==> src/rtl/burst_seq_pkg.sv <==
package burst_seq_pkg;
    localparam int BEAT_W = 2;

    typedef logic [BEAT_W-1:0] beat_t;

    typedef struct packed {
        beat_t start;
        beat_t beat;
        logic  act;
    } seq_state_t;
endpackage

==> src/rtl/burst_load_arb.sv <==
module burst_load_arb (
    input  logic strb_a,
    input  logic strb_b,
    input  logic adv,
    input  logic act,
    output logic load,
    output logic step
);
    always_comb begin
        load = strb_a | strb_b;
        // a load always wins over advancing the running burst
        step = !load && adv && act;
    end
endmodule

==> src/rtl/burst_order_map.sv <==
module burst_order_map
    import burst_seq_pkg::*;
(
    input  beat_t start,
    input  beat_t beat,
    input  logic  ord_lin,
    output beat_t offset
);
    beat_t lin_off;
    beat_t ilv_off;

    always_comb begin
        lin_off = start + beat;
    end

    for (genvar b = 0; b < BEAT_W; b++) begin : g_xor
        assign ilv_off[b] = start[b] ^ beat[b];
    end

    always_comb begin
        offset = ord_lin ? lin_off : ilv_off;
    end
endmodule

==> src/rtl/burst_addr_seq.sv <==
module burst_addr_seq
    import burst_seq_pkg::*;
#(
    parameter int ADDR_W = 20
) (
    input  logic              clk,
    input  logic              rst_n,
    input  logic              strb_a,
    input  logic              strb_b,
    input  logic              adv,
    input  logic              ord_lin,
    input  logic [ADDR_W-1:0] addr_in,
    output logic [ADDR_W-1:0] addr_out,
    output logic              burst_act
);
    localparam int UP_W = ADDR_W - BEAT_W;

    seq_state_t          st_d, st_q;
    logic [UP_W-1:0]     upper_d, upper_q;
    logic                load, step;
    beat_t               offset;

    burst_load_arb i_arb (
        .strb_a (strb_a),
        .strb_b (strb_b),
        .adv    (adv),
        .act    (st_q.act),
        .load   (load),
        .step   (step)
    );

    burst_order_map i_map (
        .start   (st_q.start),
        .beat    (st_q.beat),
        .ord_lin (ord_lin),
        .offset  (offset)
    );

    always_comb begin
        st_d    = st_q;
        upper_d = upper_q;
        if (load) begin
            upper_d    = addr_in[ADDR_W-1:BEAT_W];
            st_d.start = addr_in[BEAT_W-1:0];
            st_d.beat  = '0;
            st_d.act   = 1'b1;
        end else if (step) begin
            st_d.beat = st_q.beat + 1'b1;
        end
    end

    always_ff @(posedge clk) begin
        if (!rst_n) begin
            st_q    <= '0;
            upper_q <= '0;
        end else begin
            st_q    <= st_d;
            upper_q <= upper_d;
        end
    end

    assign addr_out  = {upper_q, offset};
    assign burst_act = st_q.act;
endmodule

==> config.mk <==
export PLATFORM = sky130hd
export DESIGN_NAME = burst_addr_seq
export DESIGN_NICKNAME = d
export VERILOG_FILES = /design/src/rtl/burst_seq_pkg.sv /design/src/rtl/burst_load_arb.sv /design/src/rtl/burst_order_map.sv /design/src/rtl/burst_addr_seq.sv
export SDC_FILE = /design/constraint.sdc
export NUM_CORES = 1
export LEC_CHECK = 0
export BUFFER_PORTS_ARGS = -buffer_cell sky130_fd_sc_hd__buf_2
export CORE_ASPECT_RATIO = 0.9
export CORE_MARGIN = 10
export CORE_UTILIZATION = 45
export CTS_BUF_LIST = sky130_fd_sc_hd__clkbuf_8
export DETAILED_ROUTE_END_ITERATION = 6
export MAX_ROUTING_LAYER = met4
export PLACE_DENSITY = 0.77
export SYNTH_ARGS = -nofsm -noshare
export SYNTH_HDL_FRONTEND = slang
export SYNTH_SLANG_ARGS = --single-unit
==> constraint.sdc <==
create_clock -name clk -period 2.2 [get_ports clk]
set_clock_uncertainty 0.15 [all_clocks]
set_input_delay 0.66 -clock clk [delete_from_list [all_inputs] [get_ports clk]]
set_output_delay 0.66 -clock clk [all_outputs]
set_load 0.005 [all_outputs]
# After elaboration in Yosys (flattened, before gate mapping)
# Index checks and enable logic that the tools add are counted.
[totals] regBits=23 latch_bits=0 mem_bits_rw=0 romBits=0 input_bits=26 output_inout_bits=21 elab_cells=15 n_memories=0
[classes] addsub=2 multipliers=0 div=0 magnitude_cmp=0 n_eq_ne=0 shifts=0 n_mux=1 n_bitwise=4 n_reduce_logical=4
[ops] cell="adder 2 x 1 -> 2 bit, second input constant" count=1
[ops] cell="adder 2 bit" count=1
[ops] cell="logical AND 1 bit" count=2
[ops] cell="2-to-1 mux 2 bit" count=1
[ops] cell="OR reduction 2 bit" count=1
[ops] cell="bitwise XOR 1 bit" count=2
[ops] cell="logical NOT 1 bit" count=1
[ops] cell="inverter 1 bit" count=1
[ops] cell="OR 1 bit" count=1

# Logic depth before layout (Yosys ltp)
# Gate-level depths: netlist of run 1.
[logic_depth] depth_word=4 ltp_mapped=3 mapped_depth_nobuf=3

# Hierarchy
# Synthesis of run 1 repeated with hierarchy kept, for this count alone.
[hier_totals] cells_unflattened=81 area_unflattened_um2=957.2
[modules_own_cells] module="burst_addr_seq" instances=1 cells_per_inst=75 area_per_inst_um2=904.6 seq_area_each_um2=460.4
[modules_own_cells] module="burst_order_map" instances=1 cells_per_inst=4 area_per_inst_um2=33.8 seq_area_each_um2=0.0
[modules_own_cells] module="burst_load_arb" instances=1 cells_per_inst=2 area_per_inst_um2=18.8 seq_area_each_um2=0.0

# Least setup slack after synthesis of run 1
# No wires, ideal clock.
[synth_path] path_kind="in2out" start="in ord_lin" end="out addr_out[1]" arrival_ps=862 t_required_ps=1390 path_slack_ps=528 path_stages=2 n_path_buf=0 path_cell_list="nand2_1 xnor2_1"
[synth_via] elab_chain_cells=1
[synth_rtl] item="from (decl)" line="burst_addr_seq.sv:11" source="input logic ord_lin,"
[synth_rtl] item="2-to-1 mux 2 bit" line="burst_order_map.sv:21" source="offset = ord_lin ? lin_off : ilv_off;"
[synth_rtl] item="to (decl)" line="burst_addr_seq.sv:13" source="output logic [ADDR_W-1:0] addr_out,"
# Every way passes these cells.

# Final worst setup path of run 1
[layout_path] start="reg st_q[2] in the netlist's numbering" end="out addr_out[1]"
[layout_via] elab_chain_cells=2 elab_cells_between_ends=3 classes_between="add/sub: 1; mux: 1; bitwise: 1"
[layout_rtl] item="from (decl)" line="burst_addr_seq.sv:18" source="seq_state_t st_d, st_q;"
[layout_rtl] item="from (signal assigned)" line="burst_addr_seq.sv:57" source="st_q <= st_d;"
[layout_rtl] item="adder 2 bit or bitwise XOR 1 bit (tied branches)" line="burst_order_map.sv:13, burst_order_map.sv:17"
[layout_rtl] item="2-to-1 mux 2 bit (*)" line="burst_order_map.sv:21"
# Every way passes the cells marked *; elsewhere a longest branch is shown, timed or not.

==> impl_metrics.tcl, run 1 <==
set metrics [dict create \
    crit_fanout 3 \
    max-vdd-ir-drop_mv 0.485 \
    ys_ff_latch 23 \
    yosys_warnings 0 \
    core_um2 2180 \
    slew_viol_final 0 \
    worstSetupStartpointType "flop" \
    holdWs_ns 0.401 \
    fmax_mhz 514 \
    initial_core_util 0.476 \
    ys_top_cells_by_count "dfxtp_1 (23), o21ai_0 (20), a21boi_1 (17), or3b_1 (17), clkbuf_1 (6)" \
    ys.flop_type "dfxtp_1" \
    die_w_um 70.6 \
    netlist_area_um2 1040 \
    track_usage 0.114 \
    clk_pin_slew_ns 0.08 \
    clk_latency_ns 0.26 \
    hold_class "reg -> reg" \
    drc 0 \
    max_cap_violations 0 \
    fin_setup_tns_ns 0 \
    drive_gt1_frac 0.378 \
    ys_seq_area_frac 0.443 \
    n_antenna_cell 0 \
    finalHoldViolations 0 \
    clk_path_buf_depth 2 \
    layout.nets 176 \
    dp_hpwl_um 1910 \
    synthTopCellsByArea "dfxtp_1 (44%), or3b_1 (14%), a21boi_1 (12%)" \
    die_y_um 65.6 \
    io_buffers 46 \
    dp.cells 171 \
    min_period_ns 1.95 \
    post_drt_wl_per_cell_um 14.8 \
    critPathKind "reg -> out" \
    final_util 0.605 \
    ioPinCount 47 \
    viasPerCell 5.22 \
    final_cells 175 \
    synth.most_common_cell "dfxtp_1" \
    p_per_area_nw_per_um2 621 \
    grt_pass1_wl_um 4310 \
    synth_top_area_frac 0.443 \
    worst_pin_slew_ns 0.501 \
    synth_edf_count 0 \
    die_area_um2 4630 \
    cts_setup_buffers 0 \
    cts_buffers 3 \
    grt_antenna_before_repair 0 \
    postRouteAntennaNets 0 \
    syn_nets 133 \
    finalCritPeriodShare 0.885 \
    hold_buffers 0 \
    cts_resized 0 \
    syn2layout_area_growth_pct 27.1 \
    maxSlewHeadroom 0.666 \
    grt_overflow 0 \
    grt_pass1_vias 934 \
    ys_types 21 \
    cts_tree "yes" \
    outcome "complete, no violations" \
    cts_sinks 23 \
    ys_async_sr_fraction 0 \
    drt_pass1_iterations 2 \
    cp.arrival_ns 1.14 \
    crit_path_end_kind "output port" \
    synthCells 106 \
    synth_area_per_cell_um2 9.80 \
    htreeDepth 1 \
    cts_root_buf "clkbuf_8" \
    required_ns 1.39 \
    leakage_nw 0.597 \
    rsz0062_at_grt "no" \
    synth_top_cell_by_area "dfxtp_1" \
    place_congestion 0.693 \
    drtIter0Drc 39 \
    wirelength_um 2580 \
    rows 16 \
    vias 914 \
    setup_violations 0 \
    grt_max_degree 40 \
]
final timing paths:
check | start | endpoint | slack [ns] | depth (start not counted)
max | st_q[2] | addr_out[1] | 0.25 | 3
max reg2reg | st_q[3] | st_q[3] | 1.07 | 2
min reg2reg | upper_q[11] | upper_q[11] | 0.40 | 2
min | upper_q[11] | upper_q[11] | 0.40 | 2
layer usage:
layer / part of all wire / track usage / vias up
li1: - / - / 474
met1: 0.46 / 0.127 / 418
met2: 0.49 / 0.186 / 20
met3: 0.048 / 0.0435 / 2
met4: 0.0050 / 0.0362 / 0
met5: 0 / - / -
sequential cells by signal, indices dropped and copies added, names as in the netlist:
name	count
burst_act	1
st_q	4
upper_q	18
cells by family after synthesis:
logic type,after synthesis,synth area share
DFF,23,0.443
buffers and inverters,10,0.0410
xor gates and xnor gates,2,0.0169
and+or+nand+nor,26,0.210
adders and majority gates,1,0.0120
AOI/OAI and AO/OA,43,0.266
muxes,1,0.0108
through the flow:
| stage | total power [mW] | setup WS [ns] | instance area (um^2) |
|---|---|---|---|
| 5_1_grt | 0.868 | 0.152 | 1320 |
| 4_1_cts | 0.834 | 0.239 | 1320 |
| 3_3_place_gp | 0.575 | 0.323 | 1270 |
| 3_5_place_dp | 0.580 | 0.315 | 1270 |
| 2_1_floorplan | 0.521 | 0.528 | 1040 |
| 6_report | 0.820 | 0.254 | 1320 |
worst max-delay path: stages (launching register included):
cell and delay (ns):
dfxtp_1 0.36, xor2_1 0.24, xnor2_1 0.14, buf_2 0.13
power by group:
| part | total (mW) | switching, mW | internal, mW |
|---|---|---|---|
| clock | 0.251 | 0.127 | 0.125 |
| sequential | 0.452 | 0.0114 | 0.440 |
| combinational | 0.117 | 0.0554 | 0.0617 |
| total | 0.820 | 0.193 | 0.627 |
cell usage in the layout, fill, tap and decap left out, drive strengths merged:
cell     n
and3b    1
nand2    1
o31a     1
a21boi  21
nor4b    1
and4bb   1
xnor2    1
dfxtp   23
nand3    1
ha       1
inv      1
xor2     1
clkbuf   3
o211a    1
o21ai   20
mux2     1
or3b    20
buf     48
nor2     1
final cells by class:
class	instances	area, um^2
clock buffer	3	41.3
clock inverter	1	3.75
fill	207	862
multi-input combinational	73	536
sequential	23	460
tap	27	33.8
timing repair buffer	48	245
No activity file was read; power rests on OpenSTA's default activity.
==> run 2, diff against run 1 <==
--- a/config.mk
+++ b/config.mk
@@ -7,7 +7,7 @@
 export LEC_CHECK = 0
 export BUFFER_PORTS_ARGS = -buffer_cell sky130_fd_sc_hd__buf_2
 export CORE_ASPECT_RATIO = 0.9
-export CORE_MARGIN = 10
+export CORE_MARGIN = 5
 export CORE_UTILIZATION = 45
 export CTS_BUF_LIST = sky130_fd_sc_hd__clkbuf_8
 export DETAILED_ROUTE_END_ITERATION = 6
==> impl_metrics.tcl, run 2 (synthesis gave the netlist of run 1 again) <==
set metrics [dict create \
    wirelength_um 2420 \
    grt_pass1_vias 867 \
    cts_setup_buffers 0 \
    htreeDepth 1 \
    grt_overflow 0 \
    initial_core_util 0.476 \
    final_util 0.607 \
    cts_tree "yes" \
    ioPinCount 47 \
    hold_class "reg -> reg" \
    cts_buffers 3 \
    rsz0062_at_grt "no" \
    num-fill-cells 195 \
    multi_input_area_um2 536 \
    leakage_nw 0.592 \
    required_ns 1.39 \
    cts_root_buf "clkbuf_8" \
    clk_path_buf_depth 2 \
    hold_buffers 0 \
    post_drt_wl_per_cell_um 13.8 \
    viasPerCell 5.23 \
    setup_ws_ns 0.260 \
    dp.cells 171 \
    die_y_um 55.6 \
    n_antenna_cell 0 \
    crit_fanout 3 \
    grt_antenna_before_repair 0 \
    rows 16 \
    setup_violations 0 \
    io_buffers 46 \
    syn2layout_area_growth_pct 27.5 \
    top_register "upper_q" \
    fin_setup_tns_ns 0 \
    core_um2 2180 \
    crit_path_end_kind "output port" \
    p_per_area_nw_per_um2 634 \
    worstSetupStartpointType "flop" \
    slew_viol_final 0 \
    track_usage 0.159 \
    final_cells 175 \
    dp_slack_ns 0.324 \
    fmax_mhz 516 \
    drc 0 \
    grt_pass1_wl_um 4050 \
    cts_resized 0 \
    min_period_ns 1.94 \
    largest_reg_flops 18 \
    clk_latency_ns 0.27 \
    die_w_um 60.6 \
    finalHoldViolations 0 \
    drt_pass1_iterations 2 \
    postRouteAntennaNets 0 \
    critPathKind "reg -> out" \
    maxSlewHeadroom 0.723 \
    die_area_um2 3370 \
    max_cap_violations 0 \
    vias 916 \
    place_congestion 0.662 \
    layout_commonest_cell "buf_2" \
    cp.arrival_ns 1.13 \
    power_mw 0.839 \
    drtIter0Drc 10 \
    regArea_um2 460 \
    outcome "complete, no violations" \
    grt_max_degree 32 \
    worst_pin_slew_ns 0.416 \
    layout_common_cells "buf_2 (46), dfxtp_1 (23), o21ai_0 (20)" \
    max-vdd-ir-drop_mv 0.435 \
    dp_hpwl_um 1730 \
    layout.nets 176 \
    drive_gt1_frac 0.385 \
    finalCritPeriodShare 0.882 \
    cts_sinks 23 \
    clk_pin_slew_ns 0.09 \
]
[run 2: cell types whose count changed in the layout (fill, tap and decap cells not counted), sizes merged]
| cell | previous run | this run |
|---|---|---|
| clkinvlp | 0 | 1 |
| inv | 1 | 0 |
[run 2: per-stage QoR]
stage | hold WS [ns] | area, um^2
4_1_cts | 0.407 | 1320
5_1_grt | 0.428 | 1320
2_1_floorplan | 0.378 | 1040
3_3_place_gp | 0.370 | 1270
6_report | 0.405 | 1320
3_5_place_dp | 0.392 | 1270
[run 2: path summary, 6_finish.rpt]
path	start	end	depth (start not counted)	slack [ns]
max	st_q[2]	addr_out[1]	3	0.26
min	upper_q[5]	upper_q[5]	2	0.41
max reg2reg	st_q[3]	st_q[3]	2	1.03
min reg2reg	upper_q[5]	upper_q[5]	2	0.41
[run 2: cell type report]
| class | instances | area share |
|---|---|---|
| Clock inverter | 1 | 0.00567 |
| Multi-Input combinational cell | 73 | 0.405 |
| Sequential cell | 23 | 0.348 |
| Clock buffer | 3 | 0.0312 |
| Tap cell | 27 | 0.0255 |
| Timing Repair Buffer | 48 | 0.185 |
[run 2: critical path, stage by stage (launching register included)]
cell and delay (ns):
dfxtp_1 0.38, xor2_1 0.21, xnor2_1 0.14, buf_2 0.13
[run 2: routing by layer]
layer  part of all wire  track usage
met1               0.42        0.184
met3              0.057       0.0441
met2               0.51        0.253
met4              0.017       0.0650
met5                  0            -
[run 2: power by group]
part	total (mW)	switching [mW]	leakage (nW)	internal, mW
Clock	0.270	0.142	0.0217	0.128
Sequential	0.452	0.0120	0.190	0.440
Combinational	0.116	0.0543	0.379	0.0617
